**src/rtl/sema_pkg.sv**
```systemverilog
package sema_pkg;

    // Which side currently holds a token flag.
    typedef enum logic [1:0] {
        HOLD_NONE = 2'b00,
        HOLD_A    = 2'b01,
        HOLD_B    = 2'b10
    } holder_e;

    // Full state of one flag: holder plus a waiting request per side.
    typedef struct packed {
        holder_e holder;
        logic    wait_a;
        logic    wait_b;
    } tok_t;

    localparam tok_t TOK_FREE = '{holder: HOLD_NONE, wait_a: 1'b0, wait_b: 1'b0};

endpackage

```
**src/rtl/sema_flag.sv**
```systemverilog
module sema_flag
    import sema_pkg::*;
(
    input  logic clk,
    input  logic srst,
    input  logic wr_a,
    input  logic bit_a,
    input  logic wr_b,
    input  logic bit_b,
    output logic view_a,
    output logic view_b
);

    tok_t tok_q, tok_d;
    logic ask_a, ask_b;

    always_comb begin
        tok_d = tok_q;
        // releases first: withdraw waits and drop a held token
        if (wr_a && bit_a) tok_d.wait_a = 1'b0;
        if (wr_b && bit_b) tok_d.wait_b = 1'b0;
        if (wr_a && bit_a && tok_q.holder == HOLD_A) tok_d.holder = HOLD_NONE;
        if (wr_b && bit_b && tok_q.holder == HOLD_B) tok_d.holder = HOLD_NONE;
        // live requests: fresh zero writes or remembered waits
        ask_a = (wr_a && !bit_a) || tok_d.wait_a;
        ask_b = (wr_b && !bit_b) || tok_d.wait_b;
        case (tok_d.holder)
            HOLD_NONE: begin
                if (ask_a) begin
                    tok_d.holder = HOLD_A;
                    tok_d.wait_a = 1'b0;
                    tok_d.wait_b = ask_b;
                end else if (ask_b) begin
                    tok_d.holder = HOLD_B;
                    tok_d.wait_b = 1'b0;
                end
            end
            HOLD_A: begin
                tok_d.wait_a = 1'b0;
                tok_d.wait_b = ask_b;
            end
            HOLD_B: begin
                tok_d.wait_b = 1'b0;
                tok_d.wait_a = ask_a;
            end
            default: tok_d = TOK_FREE;
        endcase
    end

    always_ff @(posedge clk) begin
        if (srst) tok_q <= TOK_FREE;
        else      tok_q <= tok_d;
    end

    assign view_a = (tok_q.holder != HOLD_A);
    assign view_b = (tok_q.holder != HOLD_B);


    grant_free_chk: assert property (@(posedge clk) disable iff (srst)
        (tok_q.holder == HOLD_NONE && wr_a && !bit_a) |=> !view_a && view_b);


    keep_hold_chk: assert property (@(posedge clk) disable iff (srst)
        (tok_q.holder == HOLD_A && !(wr_a && bit_a)) |=> !view_a);


    handoff_chk: assert property (@(posedge clk) disable iff (srst)
        (tok_q.holder == HOLD_A && tok_q.wait_b && wr_a && bit_a && !(wr_b && bit_b))
        |=> !view_b && view_a);


    free_on_rel_chk: assert property (@(posedge clk) disable iff (srst)
        (tok_q.holder == HOLD_A && !tok_q.wait_b && wr_a && bit_a && !(wr_b && !bit_b))
        |=> view_a && view_b);


    tie_to_a_chk: assert property (@(posedge clk) disable iff (srst)
        (tok_q.holder == HOLD_NONE && wr_a && !bit_a && wr_b && !bit_b)
        |=> !view_a && view_b);

endmodule

```
**src/rtl/sema_port.sv**
```systemverilog
module sema_port #(
    parameter int NFLAG  = 8,
    parameter int ADDR_W = 16,
    parameter int DATA_W = 8
) (
    input  logic              clk,
    input  logic              srst,
    input  logic              sel,
    input  logic              mem_en,
    input  logic              rd_en,
    input  logic              wr,
    input  logic [ADDR_W-1:0] addr,
    input  logic [DATA_W-1:0] wdata,
    input  logic [NFLAG-1:0]  view,
    output logic [NFLAG-1:0]  wr_hit,
    output logic              wr_val,
    output logic [DATA_W-1:0] rdata,
    output logic              err
);

    localparam int IDX_W = $clog2(NFLAG);

    typedef struct packed {
        logic              rd_act;
        logic              err;
        logic [DATA_W-1:0] rdata;
    } pst_t;

    pst_t st_q, st_d;

    logic [IDX_W-1:0] idx;
    logic             legal;
    logic             clash;
    logic             rd_now;
    logic             unused_bits;

    assign idx         = addr[IDX_W-1:0];
    assign legal       = sel && !mem_en;
    assign clash       = sel && mem_en;
    assign rd_now      = legal && rd_en;
    assign wr_val      = wdata[0];
    assign unused_bits = ^{addr[ADDR_W-1:IDX_W], wdata[DATA_W-1:1]};

    for (genvar g = 0; g < NFLAG; g++) begin : g_dec
        assign wr_hit[g] = legal && wr && (idx == IDX_W'(g));
    end

    always_comb begin
        st_d        = st_q;
        st_d.rd_act = rd_now;
        if (!rd_now)          st_d.rdata = '0;
        else if (!st_q.rd_act) st_d.rdata = {DATA_W{view[idx]}};
        if (clash)            st_d.err   = 1'b1;
    end

    always_ff @(posedge clk) begin
        if (srst) st_q <= '0;
        else      st_q <= st_d;
    end

    assign rdata = st_q.rdata;
    assign err   = st_q.err;


    rd_freeze_chk: assert property (@(posedge clk) disable iff (srst)
        (st_q.rd_act && rd_now) |=> $stable(rdata));


    err_sticky_chk: assert property (@(posedge clk) disable iff (srst)
        err |=> err);


    one_flag_chk: assert property (@(posedge clk) disable iff (srst)
        $onehot0(wr_hit));


    clash_no_rd_chk: assert property (@(posedge clk) disable iff (srst)
        (clash && !st_q.rd_act) |=> rdata == '0);

endmodule

```
**src/rtl/sema_unit.sv**
```systemverilog
module sema_unit #(
    parameter int NFLAG  = 8,
    parameter int ADDR_W = 16,
    parameter int DATA_W = 8
) (
    input  logic              clk,
    input  logic              srst,
    input  logic              a_sel,
    input  logic              a_mem_en,
    input  logic              a_rd_en,
    input  logic              a_wr,
    input  logic [ADDR_W-1:0] a_addr,
    input  logic [DATA_W-1:0] a_wdata,
    output logic [DATA_W-1:0] a_rdata,
    output logic              a_err,
    input  logic              b_sel,
    input  logic              b_mem_en,
    input  logic              b_rd_en,
    input  logic              b_wr,
    input  logic [ADDR_W-1:0] b_addr,
    input  logic [DATA_W-1:0] b_wdata,
    output logic [DATA_W-1:0] b_rdata,
    output logic              b_err
);

    logic [NFLAG-1:0] hit_a, hit_b;
    logic [NFLAG-1:0] view_a, view_b;
    logic             val_a, val_b;

    sema_port #(.NFLAG(NFLAG), .ADDR_W(ADDR_W), .DATA_W(DATA_W)) u_port_a (
        .clk(clk), .srst(srst), .sel(a_sel), .mem_en(a_mem_en), .rd_en(a_rd_en),
        .wr(a_wr), .addr(a_addr), .wdata(a_wdata), .view(view_a),
        .wr_hit(hit_a), .wr_val(val_a), .rdata(a_rdata), .err(a_err)
    );

    sema_port #(.NFLAG(NFLAG), .ADDR_W(ADDR_W), .DATA_W(DATA_W)) u_port_b (
        .clk(clk), .srst(srst), .sel(b_sel), .mem_en(b_mem_en), .rd_en(b_rd_en),
        .wr(b_wr), .addr(b_addr), .wdata(b_wdata), .view(view_b),
        .wr_hit(hit_b), .wr_val(val_b), .rdata(b_rdata), .err(b_err)
    );

    for (genvar f = 0; f < NFLAG; f++) begin : g_flag
        sema_flag u_flag (
            .clk(clk), .srst(srst),
            .wr_a(hit_a[f]), .bit_a(val_a),
            .wr_b(hit_b[f]), .bit_b(val_b),
            .view_a(view_a[f]), .view_b(view_b[f])
        );
    end

endmodule

```
**config.mk**
```make
export PLATFORM = sky130hd
export DESIGN_NAME = sema_unit
export DESIGN_NICKNAME = d
export VERILOG_FILES = /design/src/rtl/sema_pkg.sv /design/src/rtl/sema_flag.sv /design/src/rtl/sema_port.sv /design/src/rtl/sema_unit.sv
export SDC_FILE = /design/constraint.sdc
export NUM_CORES = 1
export LEC_CHECK = 0
export BUFFER_PORTS_ARGS = -buffer_cell sky130_fd_sc_hd__buf_2
export CAP_MARGIN = 20
export CORE_MARGIN = 4
export CORE_UTILIZATION = 45
export CTS_BUF_LIST = sky130_fd_sc_hd__clkbuf_8
export DETAILED_ROUTE_END_ITERATION = 10
export GPL_ROUTABILITY_DRIVEN = 1
export GPL_TIMING_DRIVEN = 0
export PLACE_DENSITY = 0.79
export SYNTH_ARGS = -nofsm -noshare
export SYNTH_HDL_FRONTEND = slang
export SYNTH_SLANG_ARGS = --single-unit
```
**constraint.sdc**
```tcl
create_clock -name clk -period 2.3 [get_ports clk]
set_input_delay 0.23 -clock clk [delete_from_list [all_inputs] [get_ports clk]]
set_output_delay 0.23 -clock clk [all_outputs]
set_load 0.03 [all_outputs]
```
# Word-level counts from Yosys, hierarchy flattened
# Index checks and enable logic that the tools add are counted.
# word_totals
wordCells	300
register_bits	38
in_bits	58
# classes
muxes	92
reduce_logical	112
eq_ne	62
bitwise_logic	2
magnitude_cmp	2
# ops
operator	count
$logic_and A1 B1 Y1	72
$mux W2	32
$pmux W2 S3	8
$mux W1	42
$eq A2 B1 Y1 const B	16
$eq A2 B2 Y1 const B	16
$pmux W2 S2	8
$eq A3 B3 Y1 const B	8
$reduce_or A2 Y1	10
$logic_not A2 Y1	8
$logic_or A1 B1 Y1	16
$ne A2 B1 Y1 const B	8
$ne A2 B2 Y1 const B	8
$eq A3 B2 Y1 const B	4
$lt A3 B4 Y1 const B	2
$bmux W1 S3	2
$eq A3 B1 Y1 const B	2
$logic_not A3 Y1	2
$logic_not A1 Y1	4
$not A1 Y1	2

# Logic depth before layout (Yosys ltp)
# Gate-level depths: netlist of run 1.
# depth
ltp_word	11
depth_mapped	5
ltp_nobuf	4

# Modules after synthesis
# A second synthesis of run 1 with hierarchy kept.
# hier_totals
cells_unflattened	254
hier_area_um2	2209.6
# by_module_without_submodules
module	cells_per_inst	seq_area_each_um2	instances	area_each_um2
sema_flag	22	80.1	8	195.2
sema_port	39	60.1	2	324.1

# Worst setup path before layout of run 1
# Ideal clock, no wire load.
# synth_path
kind	input -> register
startpoint	in b_mem_en
endpoint	reg g_flag[5].u_flag.tok_q[3] (netlist bit)
stages	4
required_ns	2.242
n_path_buf	0
slack_ns	0.958
arrival_time_ns	1.284
cell_sequence	nand4b_2 > or3_4 > a2111oi_4 > o21a_1
# synth_between
elab_chain_len	10
elab_cells_between_ends	17
# synth_rtl
element	line	rtl
start: declaration	sema_unit.sv:17	input logic b_mem_en,
$logic_not A1 Y1 *	sema_port.sv:38	assign legal = sel && !mem_en;
$logic_and A1 B1 Y1 *	sema_port.sv:38	
$logic_and A1 B1 Y1 * (2 in series)	sema_port.sv:45	assign wr_hit[g] = legal && wr && (idx == IDX_W'(g));
$logic_and A1 B1 Y1	sema_flag.sv:21, sema_flag.sv:23	
$logic_and A1 B1 Y1 or $mux W1 (tied branches)	sema_flag.sv:23, sema_flag.sv:21	
$mux W2 or $logic_or A1 B1 Y1 (tied branches)	sema_flag.sv:23, sema_flag.sv:26	
$eq A2 B1 Y1 (tied with other cells)	sema_flag.sv:27	case (tok_d.holder)
$reduce_or A2 Y1 (no line) or $mux W2 (tied branches)	n/a	
$pmux W2 S2 *	sema_flag.sv:27	
end signal: assignment	sema_flag.sv:52	else tok_q <= tok_d;
end: declaration	sema_flag.sv:14	tok_t tok_q, tok_d;
# Mark *: on every way between the ends. The rest lies on a longest branch, timed or not.
# A chain may end at the register's enable or synchronous reset.

# Final worst setup path of run 1
# layout_path
startpoint	reg g_flag[1].u_flag.tok_q[3] (netlist bit)
endpoint	reg, netlist name u_port_a.rdata[0]
# layout_between
elab_chain_len	3
# layout_rtl
element	line	rtl
start: declaration	sema_flag.sv:14	
start signal: assignment	sema_flag.sv:52	
$ne A2 B1 Y1	sema_flag.sv:55	assign view_a = (tok_q.holder != HOLD_A);
$bmux W1 S3	sema_port.sv:52	else if (!st_q.rd_act) st_d.rdata = {DATA_W{view[idx]}};
$mux W1 (implied by the code)	sema_port.sv:52	
# Every way passes these cells. The select of a mux whose other input is x is not followed.

==> results of run 1 <==
[through the flow]
step	setup WS, ps	std cells	util (%)	hold WS [ps]
global route	742	330	55.0	126
finish	873	330	55.0	115
global placement	606	322	52.6	428
detailed placement	617	322	52.6	436
floorplan	958	236	-	315
CTS	919	330	55.0	113
[critical path, cell delays in order (launching register included)]
cell and delay, ps:
dfxtp_1 440, and3b_1 200, a2111oi_0 450, nor4_1 120, a21oi_1 150
[sequential cells by signal (all words and copies together) (netlist names)]
name,flops
u_port_a.err,1
u_port_b.err,1
u_port_a.st_q,1
u_port_b.rdata,1
u_port_b.st_q,1
u_port_a.rdata,1
g_flag.u_flag.tok_q,32
[layout by cell type, fill, tap and decap left out, types with 3 or more instances in the layout]
| cell | instances |
|---|---|
| a211o_1 | 4 |
| a211oi_1 | 8 |
| a21oi_1 | 12 |
| a221oi_1 | 3 |
| a221oi_2 | 3 |
| and3b_1 | 3 |
| buf_2 | 39 |
| buf_4 | 16 |
| clkbuf_1 | 3 |
| clkbuf_8 | 5 |
| dfxtp_1 | 38 |
| inv_1 | 10 |
| mux2i_1 | 5 |
| nand2_1 | 9 |
| nand2b_1 | 3 |
| nand3_1 | 12 |
| nand3b_1 | 3 |
| nor2_1 | 17 |
| nor2b_1 | 6 |
| nor4b_1 | 6 |
| o21a_1 | 13 |
| o21ai_0 | 10 |
| o31ai_1 | 3 |
| or3_1 | 5 |
[cells by family after synthesis]
| kind of cell | after synthesis | synth area share (%) |
|---|---|---|
| buf+inv | 34 | 9.30 |
| flops | 38 | 36.5 |
| simple gates | 85 | 24.9 |
| mux | 5 | 2.40 |
| compound gates | 74 | 26.9 |
[path summary, 6_finish.rpt]
check | start | to | slack [ps] | cells past startpoint
worst max-delay path | g_flag[1].u_flag.tok_q[3]$_SDFF_PP0_ | u_port_a.rdata[0]$_SDFFE_PP0N_ | 870 | 4
worst min-delay path | srst | u_port_b.st_q[9]$_SDFF_PP0_ | 110 | 2
worst max register to register | g_flag[1].u_flag.tok_q[3]$_SDFF_PP0_ | u_port_a.rdata[0]$_SDFFE_PP0N_ | 870 | 4
worst min register to register | u_port_a.st_q[9]$_SDFF_PP0_ | u_port_a.rdata[0]$_SDFFE_PP0N_ | 460 | 2
[per-layer routing]
| metal | vias to the layer above | track usage, % | wire length (µm) |
|---|---|---|---|
| met5 | - | 0 | 0 |
| met4 | 0 | 7.17 | 104 |
| met3 | 13 | 4.73 | 357 |
| met2 | 63 | 27.5 | 2330 |
| met1 | 912 | 24.4 | 2340 |
| li1 | 961 | - | - |
[area by class of cell]
type | count | area (µm²) | share of cell area [%]
Buffer | 24 | 156 | 6.44
Clock buffer | 5 | 68.8 | 2.83
Clock inverter | 3 | 40.0 | 1.65
Inverter | 10 | 37.5 | 1.55
Multi-Input combinational cell | 164 | 1130 | 46.5
Sequential cell | 38 | 761 | 31.3
Tap cell | 52 | 65.1 | 2.68
Timing Repair Buffer | 34 | 170 | 7.01
[where the power goes]
group / internal [mW] / switching (mW)
Combinational: 0.0535 / 0.0983
Clock: 0.319 / 0.242
Sequential: 0.665 / 0.00692
Total: 1.04 / 0.347
==> summary.md, run 1 <==
| Metric | Value |
|---|---|
| Critical path endpoint category | `register` |
| Post-Syn Area | `2080 µm²` |
| Final Hold Viols | `0` |
| Layout cell share with drive strength beyond 1 | `25.9%` |
| Post-layout power | `1.38 mW` |
| Dpl hpwl | `3760 µm` |
| Ys async rst share | `0%` |
| Synthesized Nets | `294` |
| DIE AREA | `5790 µm²` |
| # nets final | `335` |
| CTS Sinks | `38` |
| CTS Buffer Depth | `2` |
| CTS H-tree depth | `2` |
| Pwr dens | `570 nW/µm²` |
| Main synth FF type | `dfxtp_1` |
| Placed Area | `2320 µm²` |
| CTS Root Cell | `clkbuf_8` |
| Clock buffers created by TritonCTS | `5` |
| Die Span Y | `76.1 µm` |
| Die Wd | `76.1 µm` |
| Worst-Skew Late Latency | `300 ps` |
| Clock Pin Slew Worst Setup and Hold Paths | `80 ps` |
| Post-route setup TNS | `0 ps` |
| Initial Util | `47.2%` |
| Diode count | `0` |
| Port bufs | `34` |
| Initial antenna violation count | `0` |
| First-pass GRT wire length | `8810 µm` |
| Max-slew violations | `0` |
| Leak pwr | `1.00 nW` |
| Gate Count Post-Synth | `236` |
| Row cnt | `24` |
| Dominant cells by area after synthesis | `dfxtp_1, buf_4, o21a_1, nor2_1, a21oi_1` |
| Worst-margin pin slew | `640 ps` |
| Unrepaired setup endpoints after global routing | `no` |
| CTS tree | `yes` |
| Vias in the first global route | `1,842` |
| Synth warn | `0` |
| Max IR drop VDD | `0.000351 V` |
| Remaining Overflow, GRT | `0` |
| Register area share after synthesis | `36.5%` |
| Distinct cells, synth | `52` |
| Skew final | `12.0 ps` |
| Ports | `76` |
| PostCTS Resize Cnt | `0` |
| # DRC | `0` |
| Clock period minus worst slack | `1430 ps` |
| Post-synth top cells | `dfxtp_1, nor2_1, buf_4, o21a_1` |
| Max cap viols | `0` |
| Setup repair bufs after CTS | `0` |
| Router iterations before antenna repair | `4` |
| Setup crit start kind | `register` |
| Peak Freq | `0.701 GHz` |
| Wire length per cell | `15.5 µm` |
| Via count | `1,949` |
| Largest net degree at the start of global routing | `13` |
| Std-Cell Core Area | `4410 µm²` |
| Detail Route Antenna Nets | `0` |
| EDFF count, synth | `0` |
| Area Overhead vs Synth | `16.5%` |
| CP Max Fanout | `6` |
| # setup viols final | `0` |
| Syn_area_per_cell | `8.83 µm²` |
| Worst path required time | `2530 ps` |
| Top cell type by total area after synthesis | `dfxtp_1` |
| GR Util All Layers | `18.1%` |
| Crit path DAT | `1650 ps` |
| Synthesis-stage register bit count | `38` |
| Final cycle utilization of the critical path | `62.0%` |
| Yosys top cell area share | `36.5%` |
| Status | `finished clean` |
| Slew Limit Headroom | `57.3%` |
| Routability congestion estimate | `0.941` |
| Hold Buf Count CTS | `0` |
| Final WL | `5130 µm` |
| Fin area | `2430 µm²` |
| Hold crit path type | `primary input to register` |
| Crit Path Category | `register to register` |
| Via/cell ratio | `5.91` |
| Fillers | `395` |
| Most common cell in the netlist | `dfxtp_1` |
| DRT iter0 DRCs | `195` |
(Power assumes the default switching activity.)
==> inputs of run 2 (changes only) <==
==> constraint.sdc (replaced) <==
create_clock -name clk -period 1.35 [get_ports clk]
set_input_delay 0.135 -clock clk [delete_from_list [all_inputs] [get_ports clk]]
set_output_delay 0.135 -clock clk [all_outputs]
set_load 0.03 [all_outputs]
==> run 2 against run 1 <==
Die area stayed put. Register-to-register slack worse by 840 ps. First-iteration DRC count is 3.6% lower. Combinational power is 73% higher. Final area is 0.72% higher. Largest cell class unchanged. Clock power is 70% higher. Core utilization is 0.40 points higher. Sequential share of layout area is 0.12 points lower. Maximum frequency is 8.7% higher. Clock skew hardly changed. Sequential cell count stayed put.
==> summary.md, run 2 (synthesis results as in run 1) <==
| Metric | Value |
|---|---|
| Setup crit start kind | `register` |
| Crit-path max cell delay | `350 ps (-100 ps)` |
| Worst-Skew Late Latency | `300 ps (about the same)` |
| Via count | `1,978 (+1.5%)` |
| Cell family with most CP delay | `compound AO/OA/AOI/OAI gates` |
| CP Max Fanout | `4 (-2)` |
| Hold Crit Endpoint | `u_port_b.st_q[9]$_SDFF_PP0_` |
| CP bufs+invs | `1 (+1)` |
| Peak Freq | `0.762 GHz (+8.7%)` |
| Largest reg by FF count | `g_flag.u_flag.tok_q` |
| Die Span Y | `76.1 µm (unchanged)` |
| Initial Util | `47.2% (unchanged)` |
| Hold Buf Count CTS | `0 (unchanged)` |
| Crit-path slowest cell | `dfxtp_1` |
| Detail Route Antenna Nets | `0 (unchanged)` |
| Multi-input logic area | `1140 µm² (+1.3%)` |
| Status | `finished clean` |
| Storage cell area | `763 µm² (+0.33%)` |
| Hold path start | `srst` |
| # nets final | `335 (unchanged)` |
| Hold WS | `19.1 ps (-95.8 ps)` |
| Length in cells of the worst reg-to-reg path | `4 (unchanged)` |
| Final cycle utilization of the critical path | `97.2% (+35 points)` |
| Initial antenna violation count | `0 (unchanged)` |
| Final WL | `5130 µm (about the same)` |
| Max-slew violations | `0 (unchanged)` |
| Router iterations before antenna repair | `5 (+1)` |
| Commonest non-fill, non-tap cells in the layout | `buf_2, dfxtp_1, nor2_1, buf_4, o21a_1` |
| Crit Path Category | `register to register` |
| Row cnt | `24 (unchanged)` |
| Post-route setup TNS | `0 ps (unchanged)` |
| Routability congestion estimate | `0.941 (unchanged)` |
| Layout cell share with drive strength beyond 1 | `27.7% (+1.8 points)` |
| DRT iter0 DRCs | `188 (-3.6%)` |
| # setup viols final | `0 (unchanged)` |
| Dpl hpwl | `3760 µm (unchanged)` |
| Critical path endpoint category | `register` |
| Vias in the first global route | `1,842 (unchanged)` |
| Crit path cell chain | `inv_1, o311a_1, nor4_1, a21oi_1` |
| Clock period minus worst slack | `1310 ps (-114 ps)` |
| RR Startpoint | `g_flag[4].u_flag.tok_q[2]$_SDFF_PP0_` |
| CTS Root Cell | `clkbuf_8` |
| Final Hold Viols | `0 (unchanged)` |
| Diode count | `0 (unchanged)` |
| Largest register FFs | `32 (unchanged)` |
| Remaining Overflow, GRT | `0 (unchanged)` |
| Port bufs | `34 (unchanged)` |
| Reg2reg setup slack | `40 ps (-840 ps)` |
| Std-Cell Core Area | `4410 µm² (unchanged)` |
| Worst-margin pin slew | `630 ps (-9.72 ps)` |
| Die Wd | `76.1 µm (unchanged)` |
| # DRC | `0 (unchanged)` |
| Fin area | `2450 µm² (+0.72%)` |
| Wire length per cell | `15.5 µm (about the same)` |
| Crit path DAT | `1490 ps (-160 ps)` |
| Unrepaired setup endpoints after global routing | `yes` |
| Critical path depth | `4 (unchanged)` |
| Area Overhead vs Synth | `17.3%` |
| DIE AREA | `5790 µm² (unchanged)` |
| GR Util All Layers | `18.1% (unchanged)` |
| CTS tree | `yes` |
| Clock Pin Slew Worst Setup and Hold Paths | `80 ps (about the same)` |
| CTS H-tree depth | `2 (unchanged)` |
| First-pass GRT wire length | `8810 µm (unchanged)` |
| Skew final | `12.3 ps (+0.263 ps)` |
| Slew Limit Headroom | `58.0% (+0.65 points)` |
| Leak pwr | `1.01 nW (+0.31%)` |
| Commonest non-fill, non-tap cell in the layout | `buf_2` |
| Largest net degree at the start of global routing | `13 (unchanged)` |
| Util after Layout | `55.4% (+0.40 points)` |
| CTS Buffer Depth | `2 (unchanged)` |
| Fillers | `394 (-0.25%)` |
| Pwr dens | `966 nW/µm² (+69%)` |
| Hold crit path type | `primary input to register` |
| Max IR drop VDD | `0.000594 V (+69%)` |
| Worst path required time | `1530 ps (-1000 ps)` |
| Placed Area | `2320 µm² (unchanged)` |
| CTS Sinks | `38 (unchanged)` |
| Ports | `76 (unchanged)` |
| WHS Path Cells | `2 (unchanged)` |
| Clock buffers created by TritonCTS | `5 (unchanged)` |
| Max cap viols | `0 (unchanged)` |
| R2r endpoint | `u_port_a.rdata[0]$_SDFFE_PP0N_` |
| Via/cell ratio | `5.99 (+1.5%)` |
## run 2: routing by layer
layer | global-route usage [%] | wire length, µm
met1 | 24.4 | 2310
met2 | 27.5 | 2270
met3 | 4.73 | 403
met4 | 7.17 | 152
met5 | 0 | 0
## run 2: how the worst max path moves through the flow
stage	startpoint	slack, ps	endpoint
floorplan	b_mem_en	100	g_flag[5].u_flag.tok_q[3]$_SDFF_PP0_
global placement	b_addr[2]	-250	g_flag[1].u_flag.tok_q[3]$_SDFF_PP0_
detailed placement	b_addr[2]	-240	g_flag[1].u_flag.tok_q[3]$_SDFF_PP0_
CTS	g_flag[1].u_flag.tok_q[3]$_SDFF_PP0_	20	u_port_a.rdata[0]$_SDFFE_PP0N_
global route	g_flag[3].u_flag.tok_q[3]$_SDFF_PP0_	-90	u_port_a.rdata[0]$_SDFFE_PP0N_
finish	g_flag[4].u_flag.tok_q[2]$_SDFF_PP0_	40	u_port_a.rdata[0]$_SDFFE_PP0N_
## run 2: report_power, final
part	internal, mW	switching (mW)	total [mW]
logic	0.0936	0.169	0.263
registers	1.13	0.0120	1.14
clock network	0.544	0.412	0.955
total	1.77	0.593	2.36
## run 2: area by class of cell
type                    instances  share of cell area, %
multi-input cells             164                   46.8
flip-flops and latches         38                   31.2
repair buffers                 34                   6.96
plain buffers                  24                   6.39
clock buffers                   5                   2.81
well taps                      52                   2.66
clock inverters                 3                   1.64
inverters                      10                   1.53
## run 2: worst reg2reg max path: stages (launching register included)
cell and delay, ps:
dfxtp_1 350, inv_1 80, o311a_1 300, nor4_1 340, a21oi_1 110
## run 2: through the flow
stage               setup slack [ps]  cells  total power, mW
CTS                             15.3    330             2.37
global placement                -249    322             1.42
finish                          37.2    330             2.36
detailed placement              -238    322             1.42
global route                   -86.7    330             2.45
floorplan                        103    236             1.33
## run 2: timing repair
| action | CTS | global route |
|---|---|---|
| endpoints found under the setup margin | 1 | 5 |
| resized for setup | 1 | 6 |
| setup buffers | 0 | 0 |
| pin swaps | 0 | 0 |
